**src/rtl/dacfe_pkg.sv**
```systemverilog
package dacfe_pkg;

    localparam int SETTLE_W = 8;
    localparam int SEL_W    = 3;

    typedef enum logic [0:0] {
        CV_IDLE   = 1'b0,
        CV_SETTLE = 1'b1
    } conv_state_t;

    typedef enum logic [1:0] {
        PIN_LOW  = 2'd0,
        PIN_HIGH = 2'd1,
        PIN_FALL = 2'd2,
        PIN_RISE = 2'd3
    } pin_mode_t;

    typedef struct packed {
        logic [SETTLE_W-1:0] settle;
        pin_mode_t           pin_mode;
        logic [SEL_W-1:0]    sel;
        logic                udr_ie;
        logic                done_ie;
        logic                dma_en;
        logic                left;
        logic                trig_en;
    } ctrl_t;

endpackage

```
**src/rtl/dacfe_trig_sel.sv**
```systemverilog
module dacfe_trig_sel
    import dacfe_pkg::*;
#(
    parameter int N_TMR       = 4,
    parameter int N_PWM       = 2,
    parameter int SYNC_STAGES = 2
) (
    input  logic             clk,
    input  logic             rst_n,
    input  logic             sw_strobe,
    input  logic             ext_pin,
    input  logic [N_TMR-1:0] tmr_pulse,
    input  logic [N_PWM-1:0] pwm_pulse,
    input  logic [SEL_W-1:0] sel,
    input  pin_mode_t        pin_mode,
    output logic             trig_evt
);

    localparam int N_SRC = 2 + N_TMR + N_PWM;

    // sh[SYNC_STAGES-1] is the synchronised pin, sh[SYNC_STAGES] its previous value
    logic [SYNC_STAGES:0] sh;
    logic                 pin_now, pin_prev, pin_evt;
    logic [N_SRC-1:0]     src;

    always_ff @(posedge clk or negedge rst_n) begin
        if (!rst_n) sh <= '0;
        else        sh <= {sh[SYNC_STAGES-1:0], ext_pin};
    end

    assign pin_now  = sh[SYNC_STAGES-1];
    assign pin_prev = sh[SYNC_STAGES];

    always_comb begin
        unique case (pin_mode)
            PIN_LOW:  pin_evt = !pin_now;
            PIN_HIGH: pin_evt = pin_now;
            PIN_FALL: pin_evt = !pin_now && pin_prev;
            PIN_RISE: pin_evt = pin_now && !pin_prev;
            default:  pin_evt = 1'b0;
        endcase
    end

    assign src[0] = sw_strobe;
    assign src[1] = pin_evt;
    for (genvar i = 0; i < N_TMR; i++) begin : g_tmr
        assign src[2+i] = tmr_pulse[i];
    end
    for (genvar j = 0; j < N_PWM; j++) begin : g_pwm
        assign src[2+N_TMR+j] = pwm_pulse[j];
    end

    always_comb begin
        trig_evt = 1'b0;
        for (int k = 0; k < N_SRC; k++) begin
            if (int'(sel) == k) trig_evt = src[k];
        end
    end

endmodule

```
**src/rtl/dacfe_conv_fsm.sv**
```systemverilog
module dacfe_conv_fsm
    import dacfe_pkg::*;
#(
    parameter int CODE_W = 12
) (
    input  logic                clk,
    input  logic                rst_n,
    input  logic                start,
    input  logic [SETTLE_W-1:0] settle,
    input  logic [CODE_W-1:0]   code_in,
    output logic                busy,
    output logic                load,
    output logic                done,
    output logic [CODE_W-1:0]   code
);

    conv_state_t         state, nxt;
    logic [SETTLE_W-1:0] cnt;

    always_comb begin
        nxt = state;
        unique case (state)
            CV_IDLE:   if (start)     nxt = CV_SETTLE;
            CV_SETTLE: if (cnt == '0) nxt = CV_IDLE;
            default:                  nxt = CV_IDLE;
        endcase
    end

    // state register and settle counter
    always_ff @(posedge clk or negedge rst_n) begin
        if (!rst_n) begin
            state <= CV_IDLE;
            cnt   <= '0;
        end else begin
            state <= nxt;
            if (state == CV_IDLE && start) cnt <= settle;
            else if (state == CV_SETTLE && cnt != '0) cnt <= cnt - 1'b1;
        end
    end

    // registered outputs
    always_ff @(posedge clk or negedge rst_n) begin
        if (!rst_n) begin
            code <= '0;
            load <= 1'b0;
        end else begin
            load <= (state == CV_IDLE) && start;
            if ((state == CV_IDLE) && start) code <= code_in;
        end
    end

    assign busy = (state == CV_SETTLE);
    assign done = (state == CV_SETTLE) && (cnt == '0);

endmodule

```
**src/rtl/dac_trig_ctrl.sv**
```systemverilog
module dac_trig_ctrl
    import dacfe_pkg::*;
#(
    parameter int CODE_W = 12,
    parameter int N_TMR  = 4,
    parameter int N_PWM  = 2
) (
    input  logic              clk,
    input  logic              rst_n,
    input  logic              bus_we,
    input  logic [1:0]        bus_addr,
    input  logic [31:0]       bus_wdata,
    output logic [31:0]       bus_rdata,
    input  logic              ext_pin,
    input  logic [N_TMR-1:0]  tmr_pulse,
    input  logic [N_PWM-1:0]  pwm_pulse,
    output logic [CODE_W-1:0] dac_code,
    output logic              dac_load,
    output logic              dac_busy,
    output logic              dma_req,
    output logic              irq_done,
    output logic              irq_udr
);

    localparam int LEFT_LSB = 16 - CODE_W;

    ctrl_t              ctrl;
    logic [31:0]        data_q;
    logic               fin_q, udr_q, dma_q;
    logic               wr_ctrl, wr_data, wr_stat, sw_strobe;
    logic               trig_evt, start_req, accept, hw_accept, conv_done;
    logic [CODE_W-1:0]  code_src;

    assign wr_ctrl   = bus_we && (bus_addr == 2'd0);
    assign wr_data   = bus_we && (bus_addr == 2'd1);
    assign wr_stat   = bus_we && (bus_addr == 2'd2);
    assign sw_strobe = bus_we && (bus_addr == 2'd3) && bus_wdata[0];

    dacfe_trig_sel #(.N_TMR(N_TMR), .N_PWM(N_PWM), .SYNC_STAGES(2)) u_sel (
        .clk(clk), .rst_n(rst_n), .sw_strobe(sw_strobe), .ext_pin(ext_pin),
        .tmr_pulse(tmr_pulse), .pwm_pulse(pwm_pulse), .sel(ctrl.sel),
        .pin_mode(ctrl.pin_mode), .trig_evt(trig_evt)
    );

    assign start_req = ctrl.trig_en ? trig_evt : wr_data;
    assign accept    = start_req && !dac_busy;
    assign hw_accept = accept && ctrl.trig_en && ctrl.dma_en;

    always_comb begin
        if (wr_data) code_src = ctrl.left ? bus_wdata[LEFT_LSB +: CODE_W] : bus_wdata[CODE_W-1:0];
        else         code_src = ctrl.left ? data_q[LEFT_LSB +: CODE_W]    : data_q[CODE_W-1:0];
    end

    dacfe_conv_fsm #(.CODE_W(CODE_W)) u_fsm (
        .clk(clk), .rst_n(rst_n), .start(accept), .settle(ctrl.settle),
        .code_in(code_src), .busy(dac_busy), .load(dac_load),
        .done(conv_done), .code(dac_code)
    );

    always_ff @(posedge clk or negedge rst_n) begin
        if (!rst_n) begin
            ctrl   <= '0;
            data_q <= '0;
            fin_q  <= 1'b0;
            udr_q  <= 1'b0;
            dma_q  <= 1'b0;
        end else begin
            if (wr_ctrl) begin
                ctrl.trig_en  <= bus_wdata[0];
                ctrl.left     <= bus_wdata[1];
                ctrl.dma_en   <= bus_wdata[2];
                ctrl.done_ie  <= bus_wdata[3];
                ctrl.udr_ie   <= bus_wdata[4];
                ctrl.sel      <= bus_wdata[7:5];
                ctrl.pin_mode <= pin_mode_t'(bus_wdata[9:8]);
                ctrl.settle   <= bus_wdata[23:16];
            end
            if (wr_data) data_q <= bus_wdata;

            if (conv_done)                    fin_q <= 1'b1;
            else if (wr_stat && bus_wdata[0]) fin_q <= 1'b0;

            if (hw_accept && dma_q && !wr_data) udr_q <= 1'b1;
            else if (wr_stat && bus_wdata[1])   udr_q <= 1'b0;

            if (hw_accept)                     dma_q <= 1'b1;
            else if (wr_data || !ctrl.dma_en)  dma_q <= 1'b0;
        end
    end

    assign dma_req  = dma_q;
    assign irq_done = fin_q && ctrl.done_ie;
    assign irq_udr  = udr_q && ctrl.udr_ie;

    always_comb begin
        unique case (bus_addr)
            2'd0:    bus_rdata = {8'd0, ctrl.settle, 6'd0, ctrl.pin_mode, ctrl.sel,
                                  ctrl.udr_ie, ctrl.done_ie, ctrl.dma_en, ctrl.left, ctrl.trig_en};
            2'd1:    bus_rdata = data_q;
            2'd2:    bus_rdata = {23'd0, dac_busy, 6'd0, udr_q, fin_q};
            default: bus_rdata = '0;
        endcase
    end

endmodule

```
**config.mk**
```make
export PLATFORM = sky130hd
export DESIGN_NAME = dac_trig_ctrl
export DESIGN_NICKNAME = d
export VERILOG_FILES = /design/src/rtl/dacfe_pkg.sv /design/src/rtl/dacfe_trig_sel.sv /design/src/rtl/dacfe_conv_fsm.sv /design/src/rtl/dac_trig_ctrl.sv
export SDC_FILE = /design/constraint.sdc
export NUM_CORES = 1
export LEC_CHECK = 0
export ABC_AREA = 1
export BUFFER_PORTS_ARGS = -buffer_cell sky130_fd_sc_hd__buf_4
export CORE_ASPECT_RATIO = 2
export CORE_MARGIN = 5
export CORE_UTILIZATION = 54
export DETAILED_ROUTE_END_ITERATION = 6
export PLACE_DENSITY_LB_ADDON = 0.2
export SYNTH_ARGS = -nofsm -noshare
export SYNTH_HDL_FRONTEND = slang
export SYNTH_SLANG_ARGS = --single-unit
export TNS_END_PERCENT = 1
```
**constraint.sdc**
```tcl
create_clock -name clk -period 2 [get_ports clk]
set_clock_uncertainty 0.05 [all_clocks]
set_input_delay 0.2 -clock clk [delete_from_list [all_inputs] [get_ports clk]]
set_output_delay 0.2 -clock clk [all_outputs]
set_load 0.02 [all_outputs]
```
==> summary.md <==
| Metric | Value |
|---|---|
| Status | finished, final reports clean |
| Tot Pwr | 0.004199 W |
| Clock Tree Root | clkbuf_16 |
| H-tree depth | 3 |
| Share of cells above drive strength 1 | 21.04% |
| CTS tree | done |
| Final WL | 11.02 mm |
| Peak VDD IR | 0.8480 mV |
| Core area | 7212 sq um |
| CTS Sinks | 78 |
| Final period util | 93.06% |
| Most common cell after layout, fill and taps aside | nand2_1 |
| Post-Layout Cell Count | 705 |
| Sw Share | 29.10% |
| Number of synthesized register bits | 78 |
| Die ar. | 9284 sq um |
| Later-pin clock latency in the skew report | 330 ps |
| RD Place Congestion | 0.8486 |
| First-pass GRT wire length | 17.80 mm |
| RSZ-0062 raised after global routing | no |
| Post-synth ARST share | 100.0% |
| Min Tclk post-route | 1861 ps |
| Via density | 5.292 |
| DRT antenna net count | 0 |
| Yosys cell types | 33 |
| Starting Density | 55.14% |
| CP bufs+invs | 2 |
| Seq/Total Area, Yosys | 49.09% |
| Cell Pwr Density | 829.7 nW/um^2 |
| Num ports | 93 |
| Cells after Synth | 518 |
| Largest net degree at the start of global routing | 74 |
| CP startpoint kind | flip-flop |
| Post-Syn Area per Cell | 7.676 sq um |
| CP Capture Type | output port |
| Internal power | 0.002977 W |
| Cell family with most CP delay | flip-flops |
| Clock power frac | 35.6% |
| Fin. max-slew vios | 0 |
| Post-synth EDFFs | 0 |
| Vias in the first global route | 3775 |
| Fin. Hold Viols | 0 |
| Sw power | 0.001222 W |
| Top_reg_cell synth | dfrtp_1 |
| Crit Path Max Fanout | 12 |
| Std cell rows | 44 |
| Die X | 70.68 um |
| Wire per inst | 15.63 um |
| CP cell instances | inv_1, o211ai_1, buf_4 |
| Clk slew on worst S/H paths | 60 ps |
| Commonest cells after routing, fill and taps aside | 162 x nand2_1, 100 x buf_4, 78 x dfrtp_1 |
| Critical Path AT | 1610 ps |
| Max_slew headroom | 63.77% |
| Endpoints failing setup | 0 |
| Pre-Repair DR Iteration Count | 4 |
| Max Cap Viol | 0 |
| # fillers | 630 |
| Fin nets | 655 |
| Cts bufs inserted | 9 |
| Power share of the combinational group | 19.9% |
| Worst path required time | 1750 ps |
| Net Count, Synth | 564 |
| GRT Total Usage | 24.51% |
| Sequential power share | 44.6% |
| Kind of critical path | flip-flop to output port |
| Post-CTS Setup Inserts | 0 |
| Die Height | 131.4 um |
| Initial antenna violation count | 0 |
| Dpl cells | 688 |
| Pleak | 2.705 nW |
| Detailed placer's ending HPWL | 8.194 mm |
| DRC viols | 0 |
| Setup TNS Final | 0 ps |
| Initial DRC count | 182 |
| CTS Buffer Depth | 2 |
| Vias | 3731 |
| Worst hold-check path type | primary input to flip-flop |
| Remaining global-route overflow | 0 |
| Ant. Diodes | 0 |
| Achievable clock frequency | 537.3 MHz |
| Area Growth Syn to Fin | 27.28% |
| IO Port Bufs | 92 |
| Slowest CP cell | dfrtp_1 |
| Post-Syn Area | 3976 sq um |
| Design area | 5061 sq um |
| Yosys warns | 0 |
| Cell Area, Placed | 4770 sq um |
| Slowest Stage Delay on Critical Path | 580 ps |
| Slew at the pin closest to its max-slew limit | 543.5 ps |
[repair_timing]
action,CTS,global route
setup endpoints to repair,0,2
hold buffers,2,0
hold endpoints to repair,41,0
gates resized for setup,0,1
[sequential cells by signal (all words and copies together) (netlist names)]
name	flops
u_sel.sh	3
u_fsm.cnt	8
fin_q	1
u_fsm.busy	1
u_fsm.load	1
dma_req	1
ctrl	18
u_fsm.code	12
data_q	32
udr_q	1
[synthesized netlist by cell type (3+ instances only)]
library cell	n	area share, %
o211ai_1	16	3.0
clkbuf_1	18	1.7
xor2_1	3	0.66
o21ai_0	70	8.8
nand3_1	16	2.0
xnor2_1	4	0.88
nand4_1	8	1.3
dfrtp_1	78	49
inv_1	61	5.8
a22o_1	3	0.66
buf_2	3	0.38
a21oi_1	13	1.6
inv_2	3	0.28
nand2_1	163	15
nor2_1	34	3.2
o22ai_1	3	0.47
nand2_2	3	0.47
[area by class of cell]
class / count / area, sq um / area share [%]
inverter: 67 / 254.0 / 5.019
sequential: 78 / 1952 / 38.57
multi-input combinational: 349 / 1660 / 32.81
tap: 92 / 115.1 / 2.274
clock inverter: 1 / 5.005 / 0.09889
timing repair buffer: 104 / 810.8 / 16.02
clock buffer: 14 / 264.0 / 5.216
[tightest hold or removal path, cell delays in order]
cell,delay [ps]
buf_4,80
nor2_1,30
a21oi_1,90
[final timing paths]
| path | startpoint | slack [ps] | end | depth (start not counted) |
|---|---|---|---|---|
| max | ctrl[1]$_DFFE_PN0P_ | 140 | bus_rdata[1] | 3 |
| min | bus_wdata[31] | 60 | data_q[31]$_DFFE_PN0P_ | 3 |
| max reg2reg | ctrl[5]$_DFFE_PN0P_ | 260 | u_fsm.code[2]$_DFFE_PN0P_ | 11 |
| min reg2reg | u_sel.sh[0]$_DFF_PN0_ | 300 | u_sel.sh[1]$_DFF_PN0_ | 0 |
| max in group asynchronous | rst_n | 960 | data_q[7]$_DFFE_PN0P_ | 3 |
| min in group asynchronous | rst_n | 340 | ctrl[13]$_DFFE_PN0P_ | 2 |
[metal layers]
metal  part of all wire (%)  global-route usage (%)  vias to the layer above  wire [um]
met1                     35                   25.94                     1762       3873
li1                       -                       -                     1826          -
met4                    3.9                   12.97                        0        430
met5                      0                       0                        -          0
met3                    5.4                   5.046                       33        599
met2                     55                   44.36                      110       6112
[stage by stage]
stage,worst slack [ps],hold WS (ps),utilization [%]
finish,138.9,62.86,70.18
detailed placement,204.2,164.5,66.13
global placement,250.3,162.9,66.13
CTS,154.2,56.24,70.14
global route,65.02,73.49,70.18
floorplan,446.3,-145.6,-
[power by group through the flow]
stage                     Sequential (W)  Clock [W]  Combinational [W]
after CTS                        0.00187    0.00151           0.000841
after detailed placement         0.00189          0           0.000831
final                            0.00187    0.00149           0.000834
after global routing             0.00189    0.00157           0.000931
after floorplan                  0.00185          0           0.000515
after global placement           0.00189          0           0.000811
[cells by family (layout without fill, tap and decap cells)]
family / Yosys count / count (layout) / synth area share, %
AO/OA/AOI/OAI: 106 / 106 / 14.73
XOR/XNOR: 7 / 7 / 1.542
adder cells (fa/ha/maj): 2 / 2 / 0.6292
buffers and inverters: 91 / 186 / 9.220
flip-flops: 78 / 78 / 49.09
multiplexers: 1 / 1 / 0.2517
AND/OR/NAND/NOR: 233 / 233 / 24.54
Note: power is estimated with default switching activity, not from simulation.
